<file path="src/rtl/coh_pkg.sv">
package coh_pkg;

    typedef enum logic [2:0] {
        CMD_RD   = 3'd0,
        CMD_RDX  = 3'd1,
        CMD_WR   = 3'd2,
        CMD_UPG  = 3'd3,
        CMD_WB   = 3'd4,
        CMD_FILL = 3'd5
    } coh_cmd_e;

    // bit0 valid, bit1 writable, bit2 dirty
    typedef struct packed {
        logic dirty;
        logic wr;
        logic vld;
    } line_stat_t;

    localparam int STAT_W = $bits(line_stat_t);

endpackage

</file>
<file path="src/rtl/coh_perm_chk.sv">
module coh_perm_chk
    import coh_pkg::*;
(
    input  coh_cmd_e   cmd_i,
    input  line_stat_t stat_i,
    input  logic       full_i,
    output logic       sat_o
);

    always_comb begin
        sat_o = 1'b0;
        case (cmd_i)
            CMD_RD:   sat_o = stat_i.vld;
            CMD_RDX,
            CMD_WR,
            CMD_UPG:  sat_o = stat_i.vld & stat_i.wr;
            CMD_WB:   sat_o = stat_i.vld & full_i;
            CMD_FILL: sat_o = 1'b1;
            default:  sat_o = 1'b0;
        endcase
    end

endmodule

</file>
<file path="src/rtl/coh_fill_state.sv">
module coh_fill_state
    import coh_pkg::*;
(
    input  line_stat_t stat_i,
    input  logic       excl_i,
    input  logic       shared_i,
    output line_stat_t stat_o
);

    always_comb begin
        stat_o.vld   = 1'b1;
        stat_o.wr    = excl_i | ~shared_i;
        stat_o.dirty = stat_i.vld & stat_i.dirty;
    end

endmodule

</file>
<file path="src/rtl/coh_line_updater.sv">
module coh_line_updater
    import coh_pkg::*;
#(
    parameter int BLK_W = 64
) (
    input  logic              clk,
    input  logic              rst_n,
    input  logic              req_valid,
    input  logic [2:0]        req_cmd,
    input  logic              req_full,
    input  logic              req_needs_resp,
    input  logic              fill_excl,
    input  logic              fill_shared,
    input  logic [BLK_W-1:0]  req_data,
    output logic              sat,
    output logic              resp_req,
    output logic              shared_out,
    output logic [STAT_W-1:0] nxt_stat,
    output logic [STAT_W-1:0] line_stat,
    output logic [BLK_W-1:0]  line_data
);

    typedef struct packed {
        line_stat_t       stat;
        logic [BLK_W-1:0] data;
    } line_t;

    typedef struct packed {
        logic sat;
        logic resp;
        logic shr;
    } flags_t;

    line_t      line_d, line_q;
    flags_t     flags_d;
    coh_cmd_e   cmd;
    logic       perm_sat;
    line_stat_t fill_stat;

    assign cmd = coh_cmd_e'(req_cmd);

    coh_perm_chk u_perm (
        .cmd_i  (cmd),
        .stat_i (line_q.stat),
        .full_i (req_full),
        .sat_o  (perm_sat)
    );

    coh_fill_state u_fill (
        .stat_i   (line_q.stat),
        .excl_i   (fill_excl),
        .shared_i (fill_shared),
        .stat_o   (fill_stat)
    );

    always_comb begin
        line_d  = line_q;
        flags_d = '0;
        if (req_valid && perm_sat) begin
            flags_d.sat = 1'b1;
            case (cmd)
                CMD_RD: begin
                    if (req_full) begin
                        flags_d.shr    = 1'b1;
                        line_d.stat.wr = 1'b0;
                    end
                end
                CMD_RDX: begin
                    if (req_full) line_d.stat = '0;
                end
                CMD_WR: begin
                    line_d.data       = req_data;
                    line_d.stat.dirty = 1'b1;
                end
                CMD_UPG: begin
                    line_d.stat = '0;
                end
                CMD_WB: begin
                    line_d.data       = req_data;
                    line_d.stat.dirty = 1'b1;
                end
                CMD_FILL: begin
                    line_d.stat = fill_stat;
                    line_d.data = req_data;
                end
                default: ;
            endcase
            flags_d.resp = req_needs_resp && (cmd != CMD_WB) && (cmd != CMD_FILL);
        end
        if (!line_d.stat.vld) line_d.stat = '0;
    end

    always_ff @(posedge clk or negedge rst_n) begin
        if (!rst_n) line_q <= '0;
        else        line_q <= line_d;
    end

    assign sat        = flags_d.sat;
    assign resp_req   = flags_d.resp;
    assign shared_out = flags_d.shr;
    assign nxt_stat   = line_d.stat;
    assign line_stat  = line_q.stat;
    assign line_data  = line_q.data;

    AST_WB_NO_RESP: assert property (@(posedge clk) disable iff (!rst_n)
        (req_valid && req_cmd == 3'd4) |-> !resp_req);

    AST_INVALID_CLEAN: assert property (@(posedge clk) disable iff (!rst_n)
        !line_stat[0] |-> (line_stat[2:1] == 2'b00));

    AST_FILL_NO_DIRTY: assert property (@(posedge clk) disable iff (!rst_n)
        (req_valid && req_cmd == 3'd5 && !line_stat[0]) |=> (line_stat == 3'b011 || line_stat == 3'b001));

    AST_UNSAT_HOLD: assert property (@(posedge clk) disable iff (!rst_n)
        (req_valid && !sat) |=> ($stable(line_stat) && $stable(line_data)));

    AST_IDLE_HOLD: assert property (@(posedge clk) disable iff (!rst_n)
        !req_valid |=> ($stable(line_stat) && $stable(line_data)));

    AST_SHARED_ONLY_READ: assert property (@(posedge clk) disable iff (!rst_n)
        shared_out |-> (req_valid && req_cmd == 3'd0 && req_full && sat));

    AST_WB_READ_ONLY_KEEP: assert property (@(posedge clk) disable iff (!rst_n)
        (req_valid && req_cmd == 3'd4 && sat && !line_stat[1]) |=> (line_stat == 3'b101));

    AST_PARTIAL_WB_REJECT: assert property (@(posedge clk) disable iff (!rst_n)
        (req_valid && req_cmd == 3'd4 && !req_full) |-> !sat);

endmodule

</file>
<file path="config.mk">
export PLATFORM = sky130hd
export DESIGN_NAME = coh_line_updater
export DESIGN_NICKNAME = d
export VERILOG_FILES = /design/src/rtl/coh_pkg.sv /design/src/rtl/coh_perm_chk.sv /design/src/rtl/coh_fill_state.sv /design/src/rtl/coh_line_updater.sv
export SDC_FILE = /design/constraint.sdc
export NUM_CORES = 1
export LEC_CHECK = 0
export BUFFER_PORTS_ARGS = -buffer_cell sky130_fd_sc_hd__buf_2
export CORE_UTILIZATION = 49
export DETAILED_ROUTE_END_ITERATION = 10
export GPL_TIMING_DRIVEN = 0
export PLACE_DENSITY_LB_ADDON = 0.25
export SLEW_MARGIN = 20
export SYNTH_ARGS = -nofsm -noshare
export SYNTH_HDL_FRONTEND = slang
export SYNTH_SLANG_ARGS = --single-unit
</file>
<file path="constraint.sdc">
create_clock -name clk -period 3.14 [get_ports clk]
set_input_delay 0.314 -clock clk [delete_from_list [all_inputs] [get_ports clk]]
set_output_delay 0.314 -clock clk [all_outputs]
set_load 0.01 [all_outputs]
</file>
# Word level (Yosys, flattened, before mapping)
# Cells that the tools add are included.
[classes] n_reduce_logical=8 n_eq_ne=7 mux=12 bitwise=5
[op_table] cell="$mux W67" count=1
[op_table] cell="$mux W64" count=1
[op_table] cell="$pmux W1 S4" count=3
[op_table] cell="$mux W3" count=3
[op_table] cell="$eq A3 B2 Y1 const B" count=2
[op_table] cell="$eq A3 B3 Y1 const B" count=2
[op_table] cell="$ne A3 B3 Y1 const B" count=2
[op_table] cell="$reduce_or A3 Y1" count=2
[op_table] cell="$and A1 B1 Y1" count=3
[op_table] cell="$eq A3 B1 Y1 const B" count=1
[op_table] cell="$logic_and A1 B1 Y1" count=3
[op_table] cell="$logic_not A3 Y1" count=1
[op_table] cell="$mux W1" count=3
[op_table] cell="$pmux W1 S3" count=1
[op_table] cell="$reduce_and A2 Y1" count=1
[op_table] cell="$reduce_or A2 Y1" count=1
[op_table] cell="$not A1 Y1" count=1
[op_table] cell="$or A1 B1 Y1" count=1
[word_totals] wordCells=36 ff_bits=67

# Depth between registers and ports, before layout
# Gate-level depths: netlist (run 1).
[depth] ltp_word=6 ltp_mapped=6 ltp_nobuf=4

# Modules after synthesis
# Synthesis (run 1) repeated with hierarchy kept, for this count alone.
[unflattened] cells_unflattened=175 hier_area_um2=2921.6
[by_module_without_submodules] module="coh_line_updater" cells_per_inst=166 area_each_um2=2867.8 instances=1
[by_module_without_submodules] module="coh_perm_chk" cells_per_inst=5 area_each_um2=30.0 instances=1
[by_module_without_submodules] module="coh_fill_state" cells_per_inst=4 area_each_um2=23.8 instances=1

# Least setup slack after synthesis (run 1)
# Ideal clock, no wire load.
[synth_timing] path_type="input to output" start="input port req_cmd[0]" end="output port shared_out" n_path_buf=1 arrival_ns=1.537 setup_slack_ns=1.289 cell_stages=5 required_time_ns=2.826 cell_sequence="buf_2 -> nand2b_1 -> o311ai_2 -> nand2_1 -> nor4bb_1"
[synth_between] elab_chain_cells=5 word_cells_on_any_way=11 classes_between="5 x eq/ne; 3 x mux; 3 x reduce/logical"
[synth_rtl] element="from (decl)" line_no="coh_line_updater.sv:9" rtl="input logic [2:0] req_cmd,"
[synth_rtl] element="$eq A3 B1 Y1 / $eq A3 B2 Y1 (equally long branches)" line_no="coh_perm_chk.sv:12" rtl="case (cmd_i)"
[synth_rtl] element="$reduce_or A3 Y1" line_no="coh_perm_chk.sv:12"
[synth_rtl] element="$pmux W1 S4" line_no="coh_perm_chk.sv:12"
[synth_rtl] element="$logic_and A1 B1 Y1" line_no="coh_line_updater.sv:59" rtl="if (req_valid && perm_sat) begin"
[synth_rtl] element="$mux W3 *" line_no="coh_line_updater.sv:59"
[synth_rtl] element="to (decl)" line_no="coh_line_updater.sv:17" rtl="output logic shared_out,"
# Mark *: on every way between the ends. The rest lies on a longest branch, timed or not.

# Final worst setup path (run 1)
[layout_timing] start="register line_q, in the netlist line_stat[0]" end="output port shared_out"
[layout_between] elab_chain_cells=4 word_cells_on_any_way=5 classes_between="2 x mux; 2 x bitwise; 1 x reduce/logical"
[layout_rtl] element="from (decl)" line_no="coh_line_updater.sv:34" rtl="line_t line_d, line_q;"
[layout_rtl] element="from (signal assigned)" line_no="coh_line_updater.sv:95" rtl="else line_q <= line_d;"
[layout_rtl] element="$and A1 B1 Y1, on equally long branches" line_no="coh_perm_chk.sv:17, coh_perm_chk.sv:16"
[layout_rtl] element="$pmux W1 S4 *" line_no="coh_perm_chk.sv:12"
[layout_rtl] element="$logic_and A1 B1 Y1 *" line_no="coh_line_updater.sv:59"
[layout_rtl] element="$mux W3 *" line_no="coh_line_updater.sv:59"
# Marks and branches as above.

==> flow_summary_export.csv, run 1 <==
group,metric,value,unit
routing,drtIter0Drc,77,
floorplan,pin_count,147,
floorplan,row_count,27,
critical_path,reg2reg_from,"line_stat[0]$_DFF_PN0_",
pwr,p_leak,2.231,nW
synthesis,synth_top_area_share,56.66,%
final_layout,fin_util,70.41,%
floorplan,die_w,79.71,um
grt,grt_max_degree,35,
clocking,cts_hold_buf,1,
floorplan,die_y,79.71,um
routing,drt_pass1_iterations,4,
worst_hold_path,hold_path_class,"in -> reg",
routing,vias,1987,
synthesis,synth_edf_count,0,
synthesis,yosysTopAreaCell,"dfrtp_1",
floorplan,dieArea,6354,um^2
critical_path,rrSetupSlack,1.33,ns
routing,avgRoutedWirePerCell,15.46,um
critical_path,cp.arrival,1.97,ns
floorplan,initial_utilization,52.14,%
clocking,clk_latency,0.34,ns
clocking,cts_setup_buffers,0,
timing,tightest_slew,0.4519,ns
timing,min_period,2.281,ns
clocking,cts_sinks,67,
final_layout,diodes,0,
critical_path,cp_max_fo,9,
critical_path,crit_buf_inv,1,
grt,antenna_found_initial,0,
critical_path,slowest_stage,"dfrtp_1",
floorplan,core_area,5675,um^2
timing,fin_tns_setup,0,ns
timing,hold_viol_final,0,
routing,highest_layer,"met4",
critical_path,reg2regPathDepth,5,
critical_path,critical_path.top_delay_family,"simple AND/OR/NAND/NOR gates",
synthesis,ys_seq_area_share,56.66,%
final_layout,final_cell_mix,"buf_2 (144), dfrtp_1 (67), mux2_4 (60)",
synthesis,syn_area_per_cell,17.01,um^2
timing,fin_crit_sh,72.65,%
synthesis,netlist_area,2959,um^2
clocking,path_clk_slew,0.07,ns
synthesis,synth_cells,174,
final_layout,drive_above_1_share,71.04,%
timing,fin_worst_skew,0.01116,ns
timing,slew_violations,0,
run_status,status,"completed",
clocking,cts_buffers,9,
placed_design,port_buffers,144,
final_layout,n_fill_cell,414,
final_layout,layout_commonest_cell,"buf_2",
placed_design,dpl_cell_area,3792,um^2
clocking,postCtsResizedCells,0,
grt,grtUsageTotal,20.98,%
placed_design,gp_congestion,0.7383,
timing,setup_viol,0,
critical_path,critPathKind,"reg -> out",
routing,wl_met2,3.123,mm
critical_path,startpoint,"line_stat[0]$_DFF_PN0_",
grt,grt_pass1_vias,1990,
synthesis,async_flop_share,100.0,%
timing,rsz0062_at_grt,"false",
synthesis,ys_warn_count,0,
synthesis,synth_nets,248,
critical_path,setup.worst_path.start_class,"flip-flop",
critical_path,cp_data_required_time,2.83,ns
critical_path,cp_cell_sequence,"nand2b_1 -> o311ai_2 -> nand2_1 -> nor4bb_1 -> buf_2",
timing,timing.fmax,438.4,MHz
pwr,peakVddDrop,434.5,uV
routing,ant_nets,0,
critical_path,cpPeakStageDelay,0.50,ns
synthesis,yosysUniqueCellTypes,30,
clocking,clockBufferDepth,2,
routing,route.detailed.drc,0,
grt,grt_overflow,0,
synthesis,synthTopCellsByArea,"dfrtp_1 (57%), mux2_4 (30%), buf_6 (2.3%)",
synthesis,synth_seq_cells,67,
clocking,htree_levels,3,
placed_design,place_hpwl,4.647,mm
synthesis,synth_ff_type,"dfrtp_1",
critical_path,path_depth,5,
timing,max_slew_margin,69.87,%
placed_design,placed_cells,391,
final_layout,fin_cells,407,
grt,grt_pass1_wl,9.701,mm
pwr,p_total,2.963,mW
routing,wl_met3,360,um
run,cap_violations,0,
pwr,cellPowerDensity,741.4,nW/um^2
clocking,cts_tree,"built",
final_layout,final_area,3996,um^2
final_layout,syn2layout_area_growth,35.05,%
routing,m1WireLength,2.642,mm
routing,vias_per_cell,4.882,
critical_path,r2r_end,"line_data[6]$_DFFE_PN0P_",
routing,routed_wl,6.294,mm
final_layout,finalNetCount,405,
critical_path,end_kind,"output pin",
critical_path,endpoint,"shared_out",
clocking,cts-root-buf,"clkbuf_8",
[through the flow]
stage / worst slack, ns / hold WS (ns)
3_5_place_dp: 1.133 / 0.2860
3_3_place_gp: 1.124 / 0.4844
5_1_grt: 0.6998 / 0.1839
4_1_cts: 0.8476 / 0.1913
2_1_floorplan: 1.289 / 0.01841
6_report: 0.8588 / 0.2016
[flip-flops by register name, indices dropped and copies added (netlist names)]
register and cells:
line_stat 3, line_data 64
[cell families (layout without fill, tap and decap cells)]
kind of cell,count (synthesis),in the layout,synth area share [%]
DFF,67,67,56.66
muxes,66,66,32.68
and+or+nand+nor,17,17,4.102
buffers and inverters,13,174,3.382
AOI/OAI and AO/OA,11,11,3.172
[report_power, final]
group          switching (mW)  leakage [nW]  total [mW]  internal (mW)
Combinational           0.399          1.34       0.976          0.577
Sequential              0.151         0.795        1.28           1.13
Clock                   0.303        0.0995       0.708          0.405
[worst min path at each step]
stage / from / endpoint / slack, ns / depth (start not counted)
2_1_floorplan: rst_n / line_data[0]$_DFFE_PN0P_ / 0.02 / 0
3_3_place_gp: line_data[57]$_DFFE_PN0P_ / line_data[57]$_DFFE_PN0P_ / 0.48 / 1
3_5_place_dp: rst_n / line_data[61]$_DFFE_PN0P_ / 0.29 / 1
4_1_cts: req_data[19] / line_data[19]$_DFFE_PN0P_ / 0.19 / 2
5_1_grt: req_data[30] / line_data[30]$_DFFE_PN0P_ / 0.18 / 2
6_report: req_data[19] / line_data[19]$_DFFE_PN0P_ / 0.20 / 2
[worst reg2reg max path, cell delays in order, from the launching register on]
cell     delay, ns
dfrtp_1       0.48
a21oi_1       0.22
nor3_2        0.07
o21ai_4       0.36
buf_6         0.24
mux2_4        0.33
[area by class of cell]
class	count	area, um^2	share of cell area, %
Buffer	9	85.08	2.129
Timing Repair Buffer	146	753.2	18.85
Clock buffer	13	158.9	3.976
Sequential cell	67	1677	41.95
Inverter	4	15.01	0.3757
Tap cell	72	90.09	2.254
Clock inverter	2	35.03	0.8766
Multi-Input combinational cell	94	1182	29.59
[synthesized netlist by cell type (all sizes together), types with 2 or more instances]
| cell | count |
|---|---|
| dfrtp | 67 |
| mux2 | 65 |
| buf | 8 |
| inv | 4 |
| nand2 | 4 |
| a21oi | 3 |
| nand3b | 2 |
| nor2 | 2 |
[layer usage]
metal	global-route usage (%)	vias up
li1	-	924
met1	25.23	966
met2	34.10	83
met3	5.600	14
met4	11.45	0
met5	0	-
Power figures use the tool's default switching activity.
==> inputs of run 2 (changes only) <==
--- a/config.mk
+++ b/config.mk
@@ -6,7 +6,7 @@
 export NUM_CORES = 1
 export LEC_CHECK = 0
 export BUFFER_PORTS_ARGS = -buffer_cell sky130_fd_sc_hd__buf_2
-export CORE_UTILIZATION = 49
+export CORE_UTILIZATION = 41
 export DETAILED_ROUTE_END_ITERATION = 10
 export GPL_TIMING_DRIVEN = 0
 export PLACE_DENSITY_LB_ADDON = 0.25
==> constraint.sdc (replaced) <==
create_clock -name clk -period 2 [get_ports clk]
set_input_delay 0.2 -clock clk [delete_from_list [all_inputs] [get_ports clk]]
set_output_delay 0.2 -clock clk [all_outputs]
set_load 0.01 [all_outputs]
==> flow_summary_export.csv, run 2 (synthesis gave the netlist of run 1 again) <==
group,metric,value,unit
floorplan,core_area,6869,um^2
timing,timing.fmax,517.5,MHz
critical_path,r2r_end,"line_data[27]$_DFFE_PN0P_",
placed_design,pre_cts_slack,0.1697,ns
timing,tightest_slew,0.4381,ns
grt,grt_max_degree,37,
worst_hold_path,hold_path_class,"in -> reg",
critical_path,reg2regPathDepth,6,
clocking,cts_tree,"built",
clocking,htree_levels,3,
timing,fin_worst_skew,0.008245,ns
floorplan,die_y,86.96,um
final_layout,largest_reg_flops,64,
grt,grt_overflow,0,
critical_path,cp.arrival,1.73,ns
floorplan,row_count,30,
critical_path,cp_data_required_time,1.80,ns
grt,grt_pass1_wl,9.494,mm
critical_path,rrSetupSlack,0.14,ns
routing,drt_pass1_iterations,4,
routing,drtIter0Drc,49,
final_layout,n_fill_cell,601,
final_layout,finalNetCount,409,
placed_design,port_buffers,144,
floorplan,pin_count,147,
critical_path,slowest_stage,"dfrtp_2",
grt,antenna_found_initial,0,
timing,min_period,1.932,ns
timing,rsz0062_at_grt,"true",
final_layout,layout_commonest_cell,"buf_2",
timing,worst_slack,0.06761,ns
placed_design,dpl_cell_area,3822,um^2
grt,grtUsageTotal,16.51,%
timing,slew_violations,0,
final_layout,fin_cells,436,
routing,vias,2008,
floorplan,die_w,86.96,um
pwr,peakVddDrop,476.4,uV
final_layout,diodes,0,
timing,setup_viol,0,
pwr,p_leak,2.260,nW
worst_hold_path,hold_path_end,"line_data[8]$_DFFE_PN0P_",
critical_path,cpPeakStageDelay,0.43,ns
floorplan,initial_utilization,43.08,%
routing,avgRoutedWirePerCell,14.03,um
timing,fin_crit_sh,96.62,%
final_layout,syn2layout_area_growth,37.80,%
placed_design,place_hpwl,4.566,mm
clocking,path_clk_slew,0.07,ns
routing,routed_wl,6.118,mm
run,cap_violations,0,
pwr,cellPowerDensity,1139,nW/um^2
routing,route.detailed.drc,0,
timing,max_slew_margin,70.68,%
critical_path,cp_max_fo,7,
timing,hold_viol_final,0,
critical_path,reg2reg_from,"line_stat[0]$_DFF_PN0_",
placed_design,placed_cells,415,
floorplan,dieArea,7561,um^2
worst_hold_path,min_path_cells,2,
final_layout,final_cell_mix,"buf_2 (144), dfrtp_1 (66), mux2_4 (60)",
timing,hold_slack,0.09975,ns
clocking,cts_sinks,67,
placed_design,gp_congestion,0.7988,
clocking,clk_latency,0.32,ns
critical_path,cp_cell_sequence,"nand2b_4 -> o311ai_4 -> nand2_2 -> nor4bb_2 -> buf_2",
final_layout,drive_above_1_share,72.65,%
grt,grt_pass1_vias,1984,
clocking,cts_buffers,9,
critical_path,critPathKind,"reg -> out",
routing,vias_per_cell,4.606,
critical_path,setup.worst_path.start_class,"flip-flop",
worst_hold_path,hp-start,"req_data[8]",
routing,ant_nets,0,
final_layout,final_area,4078,um^2
run_status,status,"completed",
clocking,clockBufferDepth,2,
clocking,cts-root-buf,"clkbuf_8",
critical_path,end_kind,"output pin",
[run 2: worst max-delay path: cells and delay by family, from the launching register on]
family	cells	cell delay, ns
buf+inv	1	0.17
flops	1	0.43
compound gates	1	0.25
simple gates	3	0.56
[run 2: stage by stage]
step	util (%)	TNS (ns)	total power, mW
after floorplan	-	0	2.909
after global placement	55.32	0	3.516
after detailed placement	55.65	0	3.553
after CTS	58.91	0	4.675
after global routing	59.36	-0.04627	4.920
final	59.36	0	4.644
[run 2: worst max-delay path by stage]
stage                                 from                   endpoint  slack (ns)  cells past startpoint
floorplan           line_stat[0]$_DFF_PN0_                 shared_out        0.33                      4
global route        line_stat[0]$_DFF_PN0_                 shared_out       -0.05                      5
detailed placement  line_stat[0]$_DFF_PN0_   line_data[9]$_DFFE_PN0P_        0.17                      5
global placement    line_stat[0]$_DFF_PN0_  line_data[63]$_DFFE_PN0P_        0.18                      5
finish              line_stat[0]$_DFF_PN0_                 shared_out        0.07                      5
CTS                 line_stat[0]$_DFF_PN0_                nxt_stat[0]        0.01                      5
[run 2: layout make-up]
type	count	area, um^2	share of cell area [%]
clock inverters	5	53.80	1.319
inverters	4	15.01	0.3682
multi-input cells	94	1211	29.70
repair buffers	150	783.3	19.21
plain buffers	9	85.08	2.087
clock buffers	11	131.4	3.222
flip-flops and latches	67	1678	41.15
well taps	96	120.1	2.946
[run 2: report_power, final]
group | switching (mW) | internal [mW] | leakage [nW]
logic | 0.635 | 0.957 | 1.37
registers | 0.232 | 1.77 | 0.794
clock network | 0.477 | 0.572 | 0.0971
total | 1.34 | 3.30 | 2.26
[run 2: timing repair]
action | in CTS | in global routing
setup buffers | 2 | 2
pin swaps | 0 | 3
hold buffers | 1 | 0
gates resized for setup | 3 | 3
setup endpoints to repair | 5 | 5
hold endpoints to repair | 31 | 0
[run 2: per-layer routing]
metal	GRT usage, %	wire (um)
met1	21.68	2587
met2	25.63	3011
met3	4.739	406
met4	6.818	112
met5	0	0
==> inputs of run 3 (changes only) <==
--- a/config.mk
+++ b/config.mk
@@ -9,6 +9,7 @@
 export CORE_UTILIZATION = 41
 export DETAILED_ROUTE_END_ITERATION = 10
 export GPL_TIMING_DRIVEN = 0
+export MAX_ROUTING_LAYER = met4
 export PLACE_DENSITY_LB_ADDON = 0.25
 export SLEW_MARGIN = 20
 export SYNTH_ARGS = -nofsm -noshare
==> flow_summary_export.csv, run 3 (synthesis gave the netlist of run 1 again) <==
group,metric,value,unit
timing,setup_viol,0,
pwr,p_leak,2.260,nW
final_layout,final_cell_mix,"buf_2 (144), dfrtp_1 (66), mux2_4 (60)",
critical_path,endpoint,"shared_out",
floorplan,initial_utilization,43.08,%
routing,avgRoutedWirePerCell,14.00,um
clocking,path_clk_slew,0.07,ns
timing,worst_slack,0.07128,ns
final_layout,syn2layout_area_growth,37.80,%
critical_path,cp_cell_sequence,"nand2b_4 -> o311ai_4 -> nand2_2 -> nor4bb_2 -> buf_2",
placed_design,gp_congestion,0.8103,
critical_path,setup.worst_path.start_class,"flip-flop",
clocking,cts_sinks,67,
critical_path,r2r_end,"line_data[27]$_DFFE_PN0P_",
critical_path,cpPeakStageDelay,0.43,ns
timing,max_slew_margin,70.64,%
final_layout,finalNetCount,409,
placed_design,place_hpwl,4.566,mm
floorplan,dieArea,7561,um^2
clocking,cts_buffers,9,
routing,routed_wl,6.103,mm
timing,rsz0062_at_grt,"true",
critical_path,cp.arrival,1.73,ns
routing,ant_nets,0,
pwr,p_switching,1.341,mW
critical_path,reg2regPathDepth,6,
timing,min_period,1.929,ns
critical_path,cp_max_fo,7,
timing,timing.fmax,518.5,MHz
final_layout,layout_commonest_cell,"buf_2",
placed_design,port_buffers,144,
pwr,peakVddDrop,476.1,uV
floorplan,die_w,86.96,um
routing,route.detailed.drc,0,
pwr,p_comb_share,34.3,%
critical_path,slowest_stage,"dfrtp_2",
critical_path,rrSetupSlack,0.14,ns
critical_path,crit_buf_inv,1,
clocking,clk_latency,0.32,ns
run,cap_violations,0,
pwr,seqPwrFrac,43.2,%
placed_design,pre_cts_slack,0.1697,ns
clocking,htree_levels,3,
timing,fin_worst_skew,0.008872,ns
critical_path,critical_path.top_delay_family,"simple AND/OR/NAND/NOR gates",
routing,vias,2008,
routing,vias_per_cell,4.606,
floorplan,pin_count,147,
timing,fin_crit_sh,96.44,%
floorplan,row_count,30,
final_layout,largest_reg_flops,64,
pwr,cellPowerDensity,1138,nW/um^2
critical_path,critPathKind,"reg -> out",
routing,drt_pass1_iterations,4,
clocking,clockBufferDepth,2,
critical_path,end_kind,"output pin",
timing,hold_viol_final,0,
pwr,intPower,3.301,mW
critical_path,cp_data_required_time,1.80,ns
routing,drtIter0Drc,47,
critical_path,path_depth,5,
critical_path,reg2reg_from,"line_stat[0]$_DFF_PN0_",
grt,grt_overflow,0,
clocking,cts_tree,"built",
final_layout,drive_above_1_share,72.65,%
floorplan,die_y,86.96,um
floorplan,core_area,6869,um^2
clocking,cts-root-buf,"clkbuf_8",
timing,tightest_slew,0.4387,ns
grt,grtUsageTotal,17.03,%
final_layout,diodes,0,
pwr,switching_share,28.89,%
grt,grt_pass1_vias,1984,
timing,slew_violations,0,
run_status,status,"completed",
timing,hold_slack,0.09996,ns
worst_hold_path,hp-start,"req_data[8]",
grt,antenna_found_initial,0,
grt,grt_max_degree,37,
final_layout,n_fill_cell,601,
worst_hold_path,hold_path_class,"in -> reg",
critical_path,startpoint,"line_stat[0]$_DFF_PN0_",
pwr,clkPwrFrac,22.6,%
grt,grt_pass1_wl,9.480,mm
==> run 3: cell counts in the layout (fill, tap and decap cells not counted) <==
Identical to the previous run, type by type.
==> run 3: worst min path at each step <==
stage                                 to  slack, ns  depth (start not counted)
2_1_floorplan   line_data[0]$_DFFE_PN0P_       -0.1                          0
3_3_place_gp   line_data[19]$_DFFE_PN0P_       0.43                          2
3_5_place_dp      line_stat[1]$_DFF_PN0_       0.17                          1
4_1_cts         line_data[8]$_DFFE_PN0P_       0.08                          2
5_1_grt        line_data[39]$_DFFE_PN0P_       0.08                          2
6_report        line_data[8]$_DFFE_PN0P_        0.1                          2
==> run 3: power groups by stage <==
stage / combinational (mW) / sequential (mW) / clock, mW
after floorplan: 0.694 / 2.22 / 0
after global placement: 1.51 / 2.00 / 0
after detailed placement: 1.54 / 2.02 / 0
after CTS: 1.58 / 2.00 / 1.09
after global routing: 1.70 / 2.05 / 1.16
final: 1.59 / 2.00 / 1.05
==> run 3: layer usage <==
layer  share of wire (%)  GRT usage [%]
met3                 6.5          4.550
met1                  43          21.93
met2                  49          25.55
met5                   0              -
met4                 1.8          6.818
==> run 3: layout make-up <==
class	count	area (um^2)	share of cell area (%)
inverter	4	15.01	0.3682
buffer	9	85.08	2.087
clock inverter	5	53.80	1.319
timing repair buffer	150	783.3	19.21
clock buffer	11	131.4	3.222
tap	96	120.1	2.946
sequential	67	1678	41.15
multi-input combinational	94	1211	29.70
==> run 3: repair_timing <==
| action | CTS | global route |
|---|---|---|
| setup buffers | 2 | 2 |
| gates resized for setup | 3 | 3 |
| endpoints found under the hold margin | 31 | 0 |
| hold buffers | 1 | 0 |
| setup endpoints to repair | 5 | 5 |
| pin swaps | 0 | 3 |
==> run 3: per-stage QoR <==
step	power (mW)	TNS [ns]	area [um^2]	util, %	std cells
2_1_floorplan	2.909	0	2959	-	174
3_3_place_gp	3.516	0	3800	55.32	414
3_5_place_dp	3.553	0	3822	55.65	415
4_1_cts	4.675	0	4046	58.91	434
5_1_grt	4.920	-0.04627	4078	59.36	436
6_report	4.642	0	4078	59.36	436
